<file path="src/rtl/cmt_pkg.sv">
package cmt_pkg;
  typedef enum logic [1:0] {
    ACT_HOLD   = 2'b00,
    ACT_LOW    = 2'b01,
    ACT_HIGH   = 2'b10,
    ACT_TOGGLE = 2'b11
  } pin_act_e;

  localparam logic [1:0] MODE_CMP = 2'b00;

  // pin level after an A-match event
  function automatic logic pin_next(input pin_act_e act, input logic cur);
    case (act)
      ACT_LOW:    return 1'b0;
      ACT_HIGH:   return 1'b1;
      ACT_TOGGLE: return ~cur;
      default:    return cur;
    endcase
  endfunction
endpackage

</file>
<file path="src/rtl/cmt_counter.sv">
module cmt_counter #(
  parameter int CNT_W = 10
) (
  input  logic             clk,
  input  logic             rst_n,
  input  logic             en,
  input  logic             clr_req,
  output logic [CNT_W-1:0] cnt
);
  always_ff @(posedge clk or negedge rst_n) begin
    if (!rst_n)       cnt <= '0;
    else if (!en)     cnt <= '0;
    else if (clr_req) cnt <= '0;
    else              cnt <= cnt + 1'b1;
  end


  held_zero_chk: assert property (@(posedge clk) disable iff (!rst_n)
    !en |=> (cnt == '0));


  clear_next_chk: assert property (@(posedge clk) disable iff (!rst_n)
    (en && clr_req) |=> (cnt == '0));
endmodule

</file>
<file path="src/rtl/cmt_match.sv">
module cmt_match
  import cmt_pkg::*;
#(
  parameter int CNT_W = 10,
  parameter int PER_W = 3
) (
  input  logic             en,
  input  logic [1:0]       mode,
  input  logic             clr_sel,
  input  logic [CNT_W-1:0] cmp_a,
  input  logic [PER_W-1:0] cmp_p,
  input  logic [CNT_W-1:0] cnt,
  output logic             a_hit,
  output logic             p_hit,
  output logic             p_flag_set,
  output logic             clr_req
);
  localparam int LOW_W = CNT_W - PER_W;

  // count at which the P period ends; zero means a full wrap
  function automatic logic [CNT_W-1:0] p_target(input logic [PER_W-1:0] p);
    if (p == '0) return '1;
    return {p, {LOW_W{1'b0}}};
  endfunction

  logic cmp_mode;
  assign cmp_mode   = en && (mode == MODE_CMP);
  assign a_hit      = cmp_mode && (cmp_a != '0) && (cnt == cmp_a);
  assign p_hit      = cmp_mode && (cnt == p_target(cmp_p));
  assign p_flag_set = p_hit && !clr_sel;
  assign clr_req    = clr_sel ? a_hit : p_hit;
endmodule

</file>
<file path="src/rtl/cmt_flag.sv">
module cmt_flag (
  input  logic clk,
  input  logic rst_n,
  input  logic set,
  input  logic clr,
  output logic flag
);
  always_ff @(posedge clk or negedge rst_n) begin
    if (!rst_n)   flag <= 1'b0;
    else if (set) flag <= 1'b1;
    else if (clr) flag <= 1'b0;
  end


  set_wins_chk: assert property (@(posedge clk) disable iff (!rst_n)
    set |=> flag);


  clear_drops_chk: assert property (@(posedge clk) disable iff (!rst_n)
    (clr && !set) |=> !flag);
endmodule

</file>
<file path="src/rtl/cmt_pin.sv">
module cmt_pin
  import cmt_pkg::*;
(
  input  logic       clk,
  input  logic       rst_n,
  input  logic       en,
  input  logic       a_hit,
  input  logic [1:0] act,
  input  logic       init_lvl,
  output logic       pin
);
  logic en_q;
  logic en_rise;

  assign en_rise = en && !en_q;

  always_ff @(posedge clk or negedge rst_n) begin
    if (!rst_n) begin
      en_q <= 1'b0;
      pin  <= 1'b0;
    end else begin
      en_q <= en;
      if (en_rise)    pin <= init_lvl;
      else if (a_hit) pin <= pin_next(pin_act_e'(act), pin);
    end
  end


  pin_cause_chk: assert property (@(posedge clk) disable iff (!rst_n)
    !$stable(pin) |-> ($past(a_hit) || $past(en_rise)));


  pin_init_chk: assert property (@(posedge clk) disable iff (!rst_n)
    en_rise |=> (pin == $past(init_lvl)));
endmodule

</file>
<file path="src/rtl/cmt_unit.sv">
module cmt_unit #(
  parameter int CNT_W = 10,
  parameter int PER_W = 3
) (
  input  logic             clk,
  input  logic             rst_n,
  input  logic             en,
  input  logic [1:0]       mode,
  input  logic             clr_sel,
  input  logic [1:0]       pin_act,
  input  logic             init_lvl,
  input  logic [CNT_W-1:0] cmp_a,
  input  logic [PER_W-1:0] cmp_p,
  input  logic             flag_a_clr,
  input  logic             flag_p_clr,
  output logic [CNT_W-1:0] cnt_o,
  output logic             pin_o,
  output logic             flag_a,
  output logic             flag_p
);
  logic a_hit;
  logic p_hit;
  logic p_flag_set;
  logic clr_req;

  cmt_counter #(.CNT_W(CNT_W)) u_cnt (
    .clk(clk), .rst_n(rst_n), .en(en), .clr_req(clr_req), .cnt(cnt_o)
  );

  cmt_match #(.CNT_W(CNT_W), .PER_W(PER_W)) u_match (
    .en(en), .mode(mode), .clr_sel(clr_sel), .cmp_a(cmp_a), .cmp_p(cmp_p),
    .cnt(cnt_o), .a_hit(a_hit), .p_hit(p_hit), .p_flag_set(p_flag_set),
    .clr_req(clr_req)
  );

  cmt_flag u_flag_a (
    .clk(clk), .rst_n(rst_n), .set(a_hit), .clr(flag_a_clr), .flag(flag_a)
  );

  cmt_flag u_flag_p (
    .clk(clk), .rst_n(rst_n), .set(p_flag_set), .clr(flag_p_clr), .flag(flag_p)
  );

  cmt_pin u_pin (
    .clk(clk), .rst_n(rst_n), .en(en), .a_hit(a_hit), .act(pin_act),
    .init_lvl(init_lvl), .pin(pin_o)
  );


  no_p_flag_chk: assert property (@(posedge clk) disable iff (!rst_n)
    $rose(flag_p) |-> $past(!clr_sel && en));


  no_zero_a_chk: assert property (@(posedge clk) disable iff (!rst_n)
    $rose(flag_a) |-> $past(cmp_a != '0));


  mode_gate_chk: assert property (@(posedge clk) disable iff (!rst_n)
    (mode != 2'b00) |=> (!$rose(flag_a) && !$rose(flag_p)));
endmodule

</file>
<file path="config.mk">
export PLATFORM = sky130hd
export DESIGN_NAME = cmt_unit
export DESIGN_NICKNAME = d
export VERILOG_FILES = /design/src/rtl/cmt_pkg.sv /design/src/rtl/cmt_counter.sv /design/src/rtl/cmt_match.sv /design/src/rtl/cmt_flag.sv /design/src/rtl/cmt_pin.sv /design/src/rtl/cmt_unit.sv
export SDC_FILE = /design/constraint.sdc
export NUM_CORES = 1
export LEC_CHECK = 0
export ABC_AREA = 1
export BUFFER_PORTS_ARGS = -buffer_cell sky130_fd_sc_hd__buf_4
export CAP_MARGIN = 40
export CORE_ASPECT_RATIO = 1.25
export CORE_MARGIN = 4
export CORE_UTILIZATION = 46
export CTS_BUF_LIST = sky130_fd_sc_hd__clkbuf_2 sky130_fd_sc_hd__clkbuf_4 sky130_fd_sc_hd__clkbuf_8
export DETAILED_ROUTE_END_ITERATION = 12
export PLACE_DENSITY_LB_ADDON = 0.25
export SLEW_MARGIN = 10
export SYNTH_ARGS = -nofsm -noshare
export SYNTH_HDL_FRONTEND = slang
export SYNTH_HIERARCHICAL = 1
export SYNTH_SLANG_ARGS = --single-unit
</file>
<file path="constraint.sdc">
create_clock -name clk -period 1.4 [get_ports clk]
set_input_delay 0.07 -clock clk [delete_from_list [all_inputs] [get_ports clk]]
set_output_delay 0.07 -clock clk [all_outputs]
set_load 0.1 [all_outputs]
</file>
Yosys cells after proc, flatten, opt, wreduce, memory -nomap -nowiden
Index checks and enable logic that the tools add are counted.
Storage, ports and cells
  input port bits: 24
  output and inout port bits: 13
  latch bits: 0
  ROM bits: 0
  word-level logic and storage cells: 41
  memory bits (writable): 0
  memories: 0
  register bits after elaboration: 14
Operators by class
  equality and inequality tests: 5
  shift operators: 0
  add/subtract/negate cells: 1
  muxes and demuxes: 13
  divide/modulo/power cells: 0
  order comparisons: 0
  multipliers: 0
  bitwise logic cells: 1
  reductions and logical operators: 16
Operators by type and width (number)
  $mux W10: 4
  $eq A10 B10 Y1: 2
  $add A10 B1 Y10 const B: 1
  $reduce_bool A10 Y1: 1
  $mux W1: 8
  $logic_and A1 B1 Y1: 6
  $reduce_bool A2 Y1: 3
  $eq A2 B2 Y1 const B: 2
  $reduce_bool A4 Y1: 1
  $logic_not A3 Y1: 1
  $pmux W1 S3: 1
  $eq A2 B1 Y1 const B: 1
  $logic_not A1 Y1: 2
  $logic_not A2 Y1: 1
  $reduce_and A2 Y1: 1
  $not A1 Y1: 1

Longest topological paths before layout
  depth after elaboration: 8
  mapped depth: 12
  mapped depth without buffers: 12

Hierarchy
Netlist, hierarchy kept.
By module, submodules not included
  cmt_counter: times used 1, sequential area each 250.2 µm², cells each 60, area each 485.5 µm²
  cmt_match: times used 1, sequential area each 0.0 µm², cells each 95, area each 410.4 µm²
  cmt_pin: times used 1, sequential area each 50.0 µm², cells each 11, area each 87.6 µm²
  cmt_flag: times used 2, sequential area each 25.0 µm², cells each 5, area each 40.0 µm²

Worst setup path before layout
No wires, ideal clock.
  path kind: register to register
  from: reg u_cnt.cnt[7]
  to: reg u_cnt.cnt[4]
  library setup time: 0.068 ns
  buffers on the path: 0
  data arrival time: 2.166 ns
  cell stages (with the launch flop): 12
  slack: -0.833 ns
  cell sequence: dfrtp_1 -> inv_1 -> o21ai_0 -> nor2_1 -> nor2_1 -> nor2_1 -> nand3_1 -> nand2_1 -> nor2_4 -> inv_1 -> a21oi_1 -> o21a_1
On the way
  cells in the longest elaborated chain, start to end: 5
Ends and longest elaborated chain
  from (decl): line cmt_counter.sv:8  | output logic [CNT_W-1:0] cnt
  from (signal assigned): line cmt_counter.sv:14  | else cnt <= cnt + 1'b1;
  $eq A10 B10 Y1 (on tied branches): line cmt_match.sv:29, cmt_match.sv:28
  $logic_and A1 B1 Y1 (on tied branches): line cmt_match.sv:29, cmt_match.sv:28
  $mux W1 (*): line cmt_match.sv:31  | assign clr_req = clr_sel ? a_hit : p_hit;
  via clr_req: line cmt_unit.sv:24  | logic clr_req;
  $mux W10 (*): line cmt_counter.sv:13  | else if (clr_req) cnt <= '0;
  $mux W10 (*): line cmt_counter.sv:12  | else if (!en) cnt <= '0;
The timed path passes the listed nets; every way through them passes the cells marked *.
A chain may end at the register's enable or synchronous reset.

Worst setup path in the final report
  from: reg u_cnt.cnt[4]
  to: reg u_cnt.cnt[8]
Same word-level chain as after synthesis.

==> metrics <==
run status finished, violations left; violations in the final reports negative setup slack; CTS tree built; final antenna diode count 0; clock sink count 14; Seq pwr share 42.4%; PD cells 644 nW/µm²; Port Buffers 36; initial core utilization 47.7%; DRT Pass-1 Iters 4; final count of hold timing violations 0; maximum clock frequency 622 MHz; Mapped Area 1040 µm²; largest net degree at the start of global routing 15; wire length of the first global-routing pass 4.53 mm; via count of the first global-routing pass 1190; crit path max-delay cell type sky130_fd_sc_hd__dfrtp_4; global route total overflow 0; floorplan die area 3100 µm²; final count of pins violating max slew 0; CTS root buf sky130_fd_sc_hd__clkbuf_4; clock buffer depth 2; share of the clock period used by the worst path after layout 115%; unrepaired setup endpoints after global routing true; relative contribution of combinational cells to total power 29.0%; crit path launch type flop; final estimated routing congestion in global placement 0.874; cells traversed along the worst timing path nor2_1 > nor2_2 > nor2_1 > nand2_1 > nor2_2 > nand3_1 > nand2_2 > nor2_4 > buf_6 > nand2_2 > nor2_1; Slew @ Worst Pin 282 ps; worst-case clock skew 1.13 ps; Yosys warning count 6; min setup slack post-route -209 ps; Num CTS Buffers 3; worst vdd rail ir drop 0.000576 V; number of antenna violations at the first check in global routing 0; synthesized area per cell 6.10 µm²; commonest cells after routing, fill and taps aside 47 x sky130_fd_sc_hd__buf_4, 41 x sky130_fd_sc_hd__nand2_1, 29 x sky130_fd_sc_hd__nor2_1; final setup violation count 13; hold crit path type input port to flop; Sw Share 32.2%; Critical Path Sink Type flop; # H-tree levels 1; post-detailed-route DRC marker count 0; Lkg Pwr 0.000827 µW; site row count 19; total of max-cap violations 0; maximum fanout along the worst path 6; Setup WS pre-CTS -205 ps; data required time of the critical path 1580 ps; Detailed Route WL 3.01 mm; layout overhead on the synthesized area 52.3%; Worst EP arrival 1790 ps; clock period minus worst slack 1610 ps; CP max stage delay 520 ps; WL/cell 11.7 µm; kind of cell adding the most delay to the critical path simple AND/OR/NAND/NOR gates; most prevalent standard cell on the critical path sky130_fd_sc_hd__nor2_1; fraction of layout cells with a size suffix above 1 38.5%; DR vias/cell 4.83; horizontal die dimension 50.6 µm; clock share of power 28.7%; internal power summed over all cells 694 µW; number of routed nets with antenna violations 0; Net Count, Synth 196; total track usage 19.6%; buffering stage count on the worst path with inverters included 1; hpwl dp 2.29 mm; commonest non-fill, non-tap cell in the layout sky130_fd_sc_hd__buf_4; Clk Latency, worst-skew pair 280 ps; number of inserted filler cells in the final layout 200; synthesized netlist cell count 171; CTS clk-pin slew, worst paths 80 ps; sum of negative setup slack -1560 ps; Net count, final 252; number of DRC violations after detailed-routing iteration 0 18; core region area 2190 µm²; count of vias placed by the detailed router 1241; worst setup path category flop to flop; Top-Level Pins 37; Psw 329 µW; chip height 61.2 µm; tightest slew margin relative to the limit 81.1%
==> worst reg2reg max path, stage by stage, from the launching register on <==
cell	delay (ps)
sky130_fd_sc_hd__dfrtp_4	520
sky130_fd_sc_hd__nor2_1	170
sky130_fd_sc_hd__nor2_2	70
sky130_fd_sc_hd__nor2_1	90
sky130_fd_sc_hd__nand2_1	70
sky130_fd_sc_hd__nor2_2	120
sky130_fd_sc_hd__nand3_1	90
sky130_fd_sc_hd__nand2_2	80
sky130_fd_sc_hd__nor2_4	60
sky130_fd_sc_hd__buf_6	120
sky130_fd_sc_hd__nand2_2	60
sky130_fd_sc_hd__nor2_1	40
==> power groups by stage <==
stage                     registers (µW)  clock network (µW)  logic [µW]
after floorplan                      524                   0        80.5
after global placement               440                   0         271
after detailed placement             441                   0         278
after CTS                            432                 298         288
after global routing                 434                 337         320
final                                433                 293         296
==> area by class of cell <==
type / count / area, µm² / share of cell area [%]
multi-input combinational: 125 / 616 / 38.8
timing repair buffer: 51 / 394 / 24.8
sequential: 14 / 383 / 24.1
inverter: 32 / 120 / 7.57
tap: 31 / 38.8 / 2.44
clock buffer: 4 / 36.3 / 2.29
==> sequential cells by signal, indices dropped and copies added (netlist names) <==
register,cells
u_cnt/cnt,10
u_flag_a/flag,1
u_flag_p/flag,1
u_pin/en_q,1
u_pin/pin,1
==> per-layer routing <==
| metal | global-route usage [%] | wire, µm | up-vias |
|---|---|---|---|
| li1 | - | - | 626 |
| met1 | 18.1 | 1130 | 562 |
| met2 | 37.9 | 1640 | 40 |
| met3 | 4.36 | 127 | 13 |
| met4 | 14.6 | 109 | 0 |
| met5 | 0 | 0 | - |
==> per-stage QoR <==
step	cell area (µm²)	cells	total power [µW]	utilization, %	hold WS (ps)
final	1590	257	1020	72.6	21.7
after global routing	1590	257	1090	72.6	24.1
after CTS	1550	256	1020	70.9	6.86
after detailed placement	1470	249	719	67.0	-73.2
after global placement	1470	249	712	67.0	-75.1
after floorplan	1070	171	604	-	-226
==> timing repair <==
action | in CTS | in global routing
hold endpoints to repair | 15 | 1
pin swaps | 5 | 6
hold buffers | 2 | 1
buffers inserted | 1 | 0
resized for setup | 8 | 12
setup endpoints to repair | 12 | 13
==> path summary, 6_finish.rpt <==
| check | to | start | cells after the start | slack (ps) |
|---|---|---|---|---|
| worst max-delay path | u_cnt/cnt[8]$_DFF_PN0_ | u_cnt/cnt[4]$_DFF_PN0_ | 11 | -210 |
| worst min-delay path | u_pin/pin$_DFFE_PN0P_ | init_lvl | 3 | 20 |
| worst max register to register | u_cnt/cnt[8]$_DFF_PN0_ | u_cnt/cnt[4]$_DFF_PN0_ | 11 | -210 |
| worst min register to register | u_flag_p/flag$_DFFE_PN0P_ | u_flag_p/flag$_DFFE_PN0P_ | 2 | 490 |
| max in group asynchronous | u_cnt/cnt[7]$_DFF_PN0_ | rst_n | 2 | 1050 |
| min in group asynchronous | u_cnt/cnt[5]$_DFF_PN0_ | rst_n | 2 | 160 |
Note: power is estimated with default switching activity, not from simulation.
